<file path="config.mk">
export PLATFORM = sky130hd
export DESIGN_NAME = tob_slot_serializer
export DESIGN_NICKNAME = d
export VERILOG_FILES = /design/src/rtl/tob_slot_pkg.sv /design/src/rtl/tob_slot_ctrl.sv /design/src/rtl/tob_slot_datapath.sv /design/src/rtl/tob_slot_serializer.sv
export SDC_FILE = /design/constraint.sdc
export NUM_CORES = 1
export LEC_CHECK = 0
export BUFFER_PORTS_ARGS = -buffer_cell sky130_fd_sc_hd__buf_2
export CAP_MARGIN = 20
export CORE_UTILIZATION = 40
export DETAILED_ROUTE_END_ITERATION = 7
export REMOVE_ABC_BUFFERS = 1
export SYNTH_ARGS = -nofsm -noshare
export SYNTH_HDL_FRONTEND = slang
export SYNTH_HIERARCHICAL = 1
export SYNTH_SLANG_ARGS = --single-unit
</file>
<file path="constraint.sdc">
create_clock -name clk -period 6.4 [get_ports clk]
set_input_delay 0.96 -clock clk [delete_from_list [all_inputs] [get_ports clk]]
set_output_delay 0.96 -clock clk [all_outputs]
set_load 0.01 [all_outputs]
</file>
<file path="src/rtl/tob_slot_pkg.sv">
package tob_slot_pkg;
  localparam int FRAME_SLOTS = 7;
  localparam int SLOT_W = $clog2(FRAME_SLOTS);

  typedef struct packed {
    logic              capture;
    logic              emit;
    logic              start;
    logic [SLOT_W-1:0] slotSel;
  } slot_strobe_t;
endpackage

</file>
<file path="src/rtl/tob_slot_ctrl.sv">
module tob_slot_ctrl
  import tob_slot_pkg::*;
#(
  parameter int NUM_OBJ     = 5,
  parameter int ALIGN_PHASE = 5
) (
  input  logic         clk,
  input  logic         rstN,
  input  logic         alignPulse,
  output slot_strobe_t strobe,
  output logic         locked,
  output logic         misalign
);
  localparam logic [SLOT_W-1:0] LAST_SLOT  = SLOT_W'(FRAME_SLOTS - 1);
  localparam logic [SLOT_W-1:0] PHASE_SLOT = SLOT_W'(ALIGN_PHASE);
  localparam logic [SLOT_W-1:0] ALIGN_NEXT = SLOT_W'((ALIGN_PHASE + 1) % FRAME_SLOTS);

  logic [SLOT_W-1:0] slotQ;
  logic [SLOT_W-1:0] slotD;
  logic              offPhase;

  assign offPhase = alignPulse && locked && (slotQ != PHASE_SLOT);

  always_comb begin
    if (alignPulse)              slotD = ALIGN_NEXT;
    else if (slotQ == LAST_SLOT) slotD = '0;
    else                         slotD = slotQ + SLOT_W'(1);
  end

  always_ff @(posedge clk) begin
    if (!rstN) begin
      slotQ    <= '0;
      locked   <= 1'b0;
      misalign <= 1'b0;
    end else begin
      slotQ <= slotD;
      if (alignPulse) locked   <= 1'b1;
      if (offPhase)   misalign <= 1'b1;
    end
  end

  always_comb begin
    strobe.slotSel = slotQ;
    strobe.capture = (slotQ == LAST_SLOT);
    strobe.emit    = locked && (int'(slotQ) < NUM_OBJ);
    strobe.start   = locked && (slotQ == '0);
  end
endmodule

</file>
<file path="src/rtl/tob_slot_datapath.sv">
module tob_slot_datapath
  import tob_slot_pkg::*;
#(
  parameter int NUM_OBJ = 5,
  parameter int OBJ_W   = 32,
  parameter int BCN_W   = 12
) (
  input  logic                     clk,
  input  logic                     rstN,
  input  slot_strobe_t             strobe,
  input  logic [NUM_OBJ*OBJ_W-1:0] objData,
  input  logic [NUM_OBJ-1:0]       objEmpty,
  input  logic [BCN_W-1:0]         bcnIn,
  output logic [OBJ_W-1:0]         tobData,
  output logic                     tobValid,
  output logic                     tobStart,
  output logic [BCN_W-1:0]         bcnOut
);
  logic [NUM_OBJ-1:0][OBJ_W-1:0] holdObj;
  logic [NUM_OBJ-1:0]            holdEmpty;

  for (genvar k = 0; k < NUM_OBJ; k++) begin : g_hold
    always_ff @(posedge clk) begin
      if (!rstN) begin
        holdObj[k]   <= '0;
        holdEmpty[k] <= 1'b1;
      end else if (strobe.capture) begin
        holdObj[k]   <= objData[k*OBJ_W +: OBJ_W];
        holdEmpty[k] <= objEmpty[k];
      end
    end
  end

  always_ff @(posedge clk) begin
    if (!rstN)               bcnOut <= '0;
    else if (strobe.capture) bcnOut <= bcnIn;
  end

  always_comb begin
    tobData  = '0;
    tobValid = 1'b0;
    for (int k = 0; k < NUM_OBJ; k++) begin
      if (strobe.emit && strobe.slotSel == SLOT_W'(k) && !holdEmpty[k]) begin
        tobData  = holdObj[k];
        tobValid = 1'b1;
      end
    end
  end

  assign tobStart = strobe.start;
endmodule

</file>
<file path="src/rtl/tob_slot_serializer.sv">
module tob_slot_serializer
  import tob_slot_pkg::*;
#(
  parameter int NUM_OBJ     = 5,
  parameter int OBJ_W       = 32,
  parameter int BCN_W       = 12,
  parameter int ALIGN_PHASE = 5
) (
  input  logic                     clk,
  input  logic                     rstN,
  input  logic                     alignPulse,
  input  logic [NUM_OBJ*OBJ_W-1:0] objData,
  input  logic [NUM_OBJ-1:0]       objEmpty,
  input  logic [BCN_W-1:0]         bcnIn,
  output logic [OBJ_W-1:0]         tobData,
  output logic                     tobValid,
  output logic                     tobStart,
  output logic [SLOT_W-1:0]        slotIdx,
  output logic [BCN_W-1:0]         bcnOut,
  output logic                     locked,
  output logic                     misalign
);
  slot_strobe_t strobe;

  tob_slot_ctrl #(
    .NUM_OBJ(NUM_OBJ),
    .ALIGN_PHASE(ALIGN_PHASE)
  ) u_ctrl (
    .clk(clk),
    .rstN(rstN),
    .alignPulse(alignPulse),
    .strobe(strobe),
    .locked(locked),
    .misalign(misalign)
  );

  tob_slot_datapath #(
    .NUM_OBJ(NUM_OBJ),
    .OBJ_W(OBJ_W),
    .BCN_W(BCN_W)
  ) u_dp (
    .clk(clk),
    .rstN(rstN),
    .strobe(strobe),
    .objData(objData),
    .objEmpty(objEmpty),
    .bcnIn(bcnIn),
    .tobData(tobData),
    .tobValid(tobValid),
    .tobStart(tobStart),
    .bcnOut(bcnOut)
  );

  assign slotIdx = strobe.slotSel;
endmodule

</file>
## After elaboration in Yosys (flattened, before gate mapping)

Cells that the tools add are included.

- Add/sub/neg operators: 1
- Magnitude comparators: 1
- Equal/unequal tests: 6
- Muxes and demuxes: 12
- Bitwise logic cells: 1
- Reductions and logical operators: 21

Operators by type and width:

| cell | number |
|---|---|
| two-way mux 32 bit | 5 |
| logical AND 1 bit | 14 |
| == test 3 x 2 -> 1 bit (second input constant) | 2 |
| == test 3 bit (second input constant) | 2 |
| two-way mux 3 bit | 2 |
| zero test 1 bit | 5 |
| two-way mux 1 bit | 5 |
| adder 3 x 1 -> 3 bit (second input constant) | 1 |
| == test 3 x 1 -> 1 bit (second input constant) | 1 |
| zero test 3 bit | 1 |
| < comparator 3 bit (second input constant) | 1 |
| inequality test 3 bit (second input constant) | 1 |
| OR reduction 3 bit | 1 |
| NOT 1 bit | 1 |

- Register bits: 182
- Input bits: 180
- Output and inout bits: 51
- Word-level logic and storage cells: 57

## Logic depth before layout (Yosys ltp)

- Word-level depth: 9
- Depth in mapped cells: 8
- Depth with buffers taken out: 6

## Modules after synthesis

Netlist, hierarchy kept.

By module, submodules not included:

| module | instances | cells each | area an instance (µm²) | seq. area each (µm²) |
|---|---|---|---|---|
| tob_slot_datapath | 1 | 733 | 7671.1 | 3543.4 |
| tob_slot_ctrl | 1 | 23 | 216.5 | 100.1 |

## Least setup slack after synthesis

Ideal clock, no wire load.

- Path kind: register -> output
- Start point: register u_ctrl.slotQ[2]
- End point: output tobValid
- Arrival: 2.076 ns
- Data required time: 5.440 ns
- Slack: 3.364 ns
- Cell stages (with the launch flop): 8
- Buffers on the path: 1
- Cells stage by stage: dfxtp_1 -> o21ai_0 -> and2_1 -> or3b_4 -> nor3b_4 -> or2_1 -> buf_2 -> or4_1

RTL lines:

| what | RTL line | RTL |
|---|---|---|
| start: declaration | tob_slot_ctrl.sv:18 | `logic [SLOT_W-1:0] slotQ;` |
| start signal: assignment | tob_slot_ctrl.sv:36 | `slotQ <= slotD;` |
| end: declaration | tob_slot_serializer.sv:16 | `output logic tobValid,` |

==> qor.yml <==
outcome:
  status: "complete, no violations"
worst_hold_path:
  min_path_cells: 2
  min_path_type: "reg -> reg"
timing:
  max_slew_margin_pct: 32.80
  fin_setup_tns_ns: 0
  worst_slack_ns: 2.162
  period_minus_slack_ns: 4.238
  setup_violations: 0
  rsz0062_at_grt: "no"
  worst_pin_slew_ns: 1.008
  hold_violations: 0
  min_period_over_period_pct: 66.22
  slew_violations: 0
  fin_skew_ns: 0.01112
  fmax_ghz: 0.2360
placement:
  pre_cts_ws_ns: 2.592
  routabilityCongestion: 0.7274
  io_buffers: 230
  hpwl_mm: 13.08
pwr:
  sw_frac_of_total_pct: 23.74
  p_int_w: 0.001826
  seqPwrFrac_pct: 49.9
  power.switching_w: 0.0005683
  p_comb_share_pct: 8.5
  ir_worst_vdd_uv: 182.0
  power_leakage_nw: 3.647
  power_frac_clock_pct: 41.5
  power_w: 0.002394
  power.density_nw_per_um2: 245.7
cts:
  hold_buffers: 0
  root_buffer: "clkbuf_16"
  cts_resized: 0
  cts_tree: "built"
  post_cts.repair.setup_buffers: 0
  clk_latency_ns: 0.43
  clk_path_buf_depth: 2
  clk_pin_slew_ns: 0.06
  h-tree-depth: 4
  cts_buffers: 17
  cts.sinks: 182
routing:
  drc: 0
  drtIter0Drc: 319
  num_vias: 6064
  ant_nets: 0
  wl_per_cell_um: 16.43
  wl_mm: 20.14
  firstDrtPassIters: 4
  avgViaCountPerCell: 4.946
logic_synthesis:
  synth_cells: 756
  synth_cell_types: 32
  yosysSeqAreaShare_pct: 46.19
  syn_area_per_cell_um2: 10.43
  synth_top_area_share_pct: 46.19
  syn-cell-area_um2: 7888
  yosys_warnings: 6
  netlist_top_cells_area: "dfxtp_1, mux2i_1, nor2b_1, a221oi_1, a22oi_1"
  synth-seq-cells: 182
  yosysTopAreaCell: "dfxtp_1"
die:
  die_area_um2: 20280
  ios: 231
  core_area_um2: 19020
  start_util_pct: 41.47
  die-height_um: 142.4
  die_w_um: 142.4
  rows: 50
worst_setup_path:
  crit_type: "reg -> out"
  path_max_fanout: 18
  critPathLaunchType: "register"
  cp.required_ns: 5.44
  reg2regPathDepth: 4
  path_delay_family: "simple AND/OR/NAND/NOR gates"
  path_buf_inv: 2
  cp-end-kind: "primary output"
  slowest_stage: "nor3_4"
  cp_num_cells: 8
  cpPeakStageDelay_ns: 0.63
  path_cells: "o21ai_0, and2_1, or3b_4, nor3_4, buf_4, a221oi_1, o31ai_1, buf_2"
  cp.arrival_ns: 3.28
finish:
  layout-drive-gt1-share_pct: 28.90
  post-route-util_pct: 51.23
  syn_to_final_growth_pct: 23.52
  n_fill_cell: 1860
  fin_nets: 1130
global_route:
  grt_max_degree: 96
  grt_usage_pct: 19.90
  grt_overflow_total: 0
  grt_pass1_vias: 5800
  grt_pass1_wl_mm: 30.94
  antenna_found_initial: 4
flow_run:
  drv_cap: 0
## layer usage
layer,GRT usage (%),vias up,part of all wire [%]
met3,6.326,20,8.0
met2,31.09,187,45
met4,7.527,4,1.4
met5,0,-,0.13
met1,25.52,2794,45
li1,-,3059,-
## registers in the layout, summed over array words and instances (netlist names)
signal,flops
u_dp/holdObj,160
u_ctrl/locked,1
u_dp/holdEmpty,5
u_dp/bcnOut,12
u_ctrl/misalign,1
u_ctrl/slotQ,3
## power by group through the flow
| stage | combinational (W) | clock, W | sequential [W] |
|---|---|---|---|
| 6_report | 0.000204 | 0.000995 | 0.00120 |
| 5_1_grt | 0.000224 | 0.00107 | 0.00120 |
| 4_1_cts | 0.000206 | 0.00102 | 0.00120 |
| 3_5_place_dp | 0.000206 | 0 | 0.00122 |
| 3_3_place_gp | 0.000204 | 0 | 0.00122 |
| 2_1_floorplan | 0.000145 | 0 | 0.00122 |
## tightest hold or removal path: cells and delay by family (launching register included)
family / cells / cell delay, ns
flops: 1 / 0.34
mux: 1 / 0.07
simple gates: 1 / 0.06
## cell type report
type | count | area [um2] | share of cell area [%]
multi-input cells | 508 | 3975 | 40.80
flip-flops and latches | 182 | 3643 | 37.40
repair buffers | 238 | 1226 | 12.59
clock buffers | 18 | 429.2 | 4.405
well taps | 260 | 325.3 | 3.339
clock inverters | 13 | 122.6 | 1.259
inverters | 3 | 11.26 | 0.1156
diodes | 4 | 10.01 | 0.1027
## kinds of logic after synthesis
family	synth area share, %
buf+inv	3.680
compound gates	10.07
flops	46.19
mux	22.46
simple gates	17.59
## cell usage after synthesis
| library cell | count |
|---|---|
| a21oi_1 | 1 |
| a221oi_1 | 32 |
| a22oi_1 | 32 |
| a311oi_1 | 1 |
| a31oi_1 | 1 |
| and2_1 | 1 |
| and3b_1 | 1 |
| buf_2 | 22 |
| buf_4 | 4 |
| clkbuf_1 | 37 |
| dfxtp_1 | 182 |
| inv_1 | 3 |
| mux2i_1 | 177 |
| nand2_1 | 5 |
| nand2b_1 | 1 |
| nand3b_1 | 2 |
| nand4bb_1 | 1 |
| nor2_1 | 35 |
| nor2b_1 | 173 |
| nor3_1 | 1 |
| nor3_4 | 1 |
| nor3b_1 | 2 |
| nor3b_4 | 1 |
| nor4_2 | 1 |
| nor4b_1 | 1 |
| o21ai_0 | 1 |
| o31a_1 | 1 |
| o31ai_1 | 32 |
| or2_1 | 1 |
| or2_2 | 1 |
| or3b_4 | 1 |
| or4_1 | 1 |
## worst paths after layout
path	startpoint	to	slack, ns
setup / recovery	u_ctrl/slotQ[0]	tobData[29]	2.16
setup reg to reg	u_ctrl/slotQ[2]	u_dp/holdObj[140]	3.57
hold / removal	u_dp/holdEmpty[2]	u_dp/holdEmpty[2]	0.50
hold reg to reg	u_dp/holdEmpty[2]	u_dp/holdEmpty[2]	0.50
## placed cells by master (no fill, tap or decap), types with 2 or more instances in the layout
cell        instances
nor2_1             34
or2_2               2
mux2i_1           177
clkinv_2            3
nor2b_1           173
inv_1               3
clkinvlp_4          3
buf_2             229
buf_4               8
inv_6               4
nand2_1             5
a221oi_1           32
dfxtp_1           182
clkbuf_16          17
nand3b_1            2
o31ai_1            32
a22oi_1            32
diode_2             4
## stage by stage
stage | instance area (um2) | std cells | hold WS [ns]
2_1_floorplan | 7609 | 693 | 0.4324
3_3_place_gp | 9181 | 1191 | 0.4678
3_5_place_dp | 9181 | 1191 | 0.4717
4_1_cts | 9733 | 1222 | 0.4927
5_1_grt | 9736 | 1223 | 0.5241
6_report | 9743 | 1226 | 0.4989
Note: power is estimated with default switching activity, not from simulation.
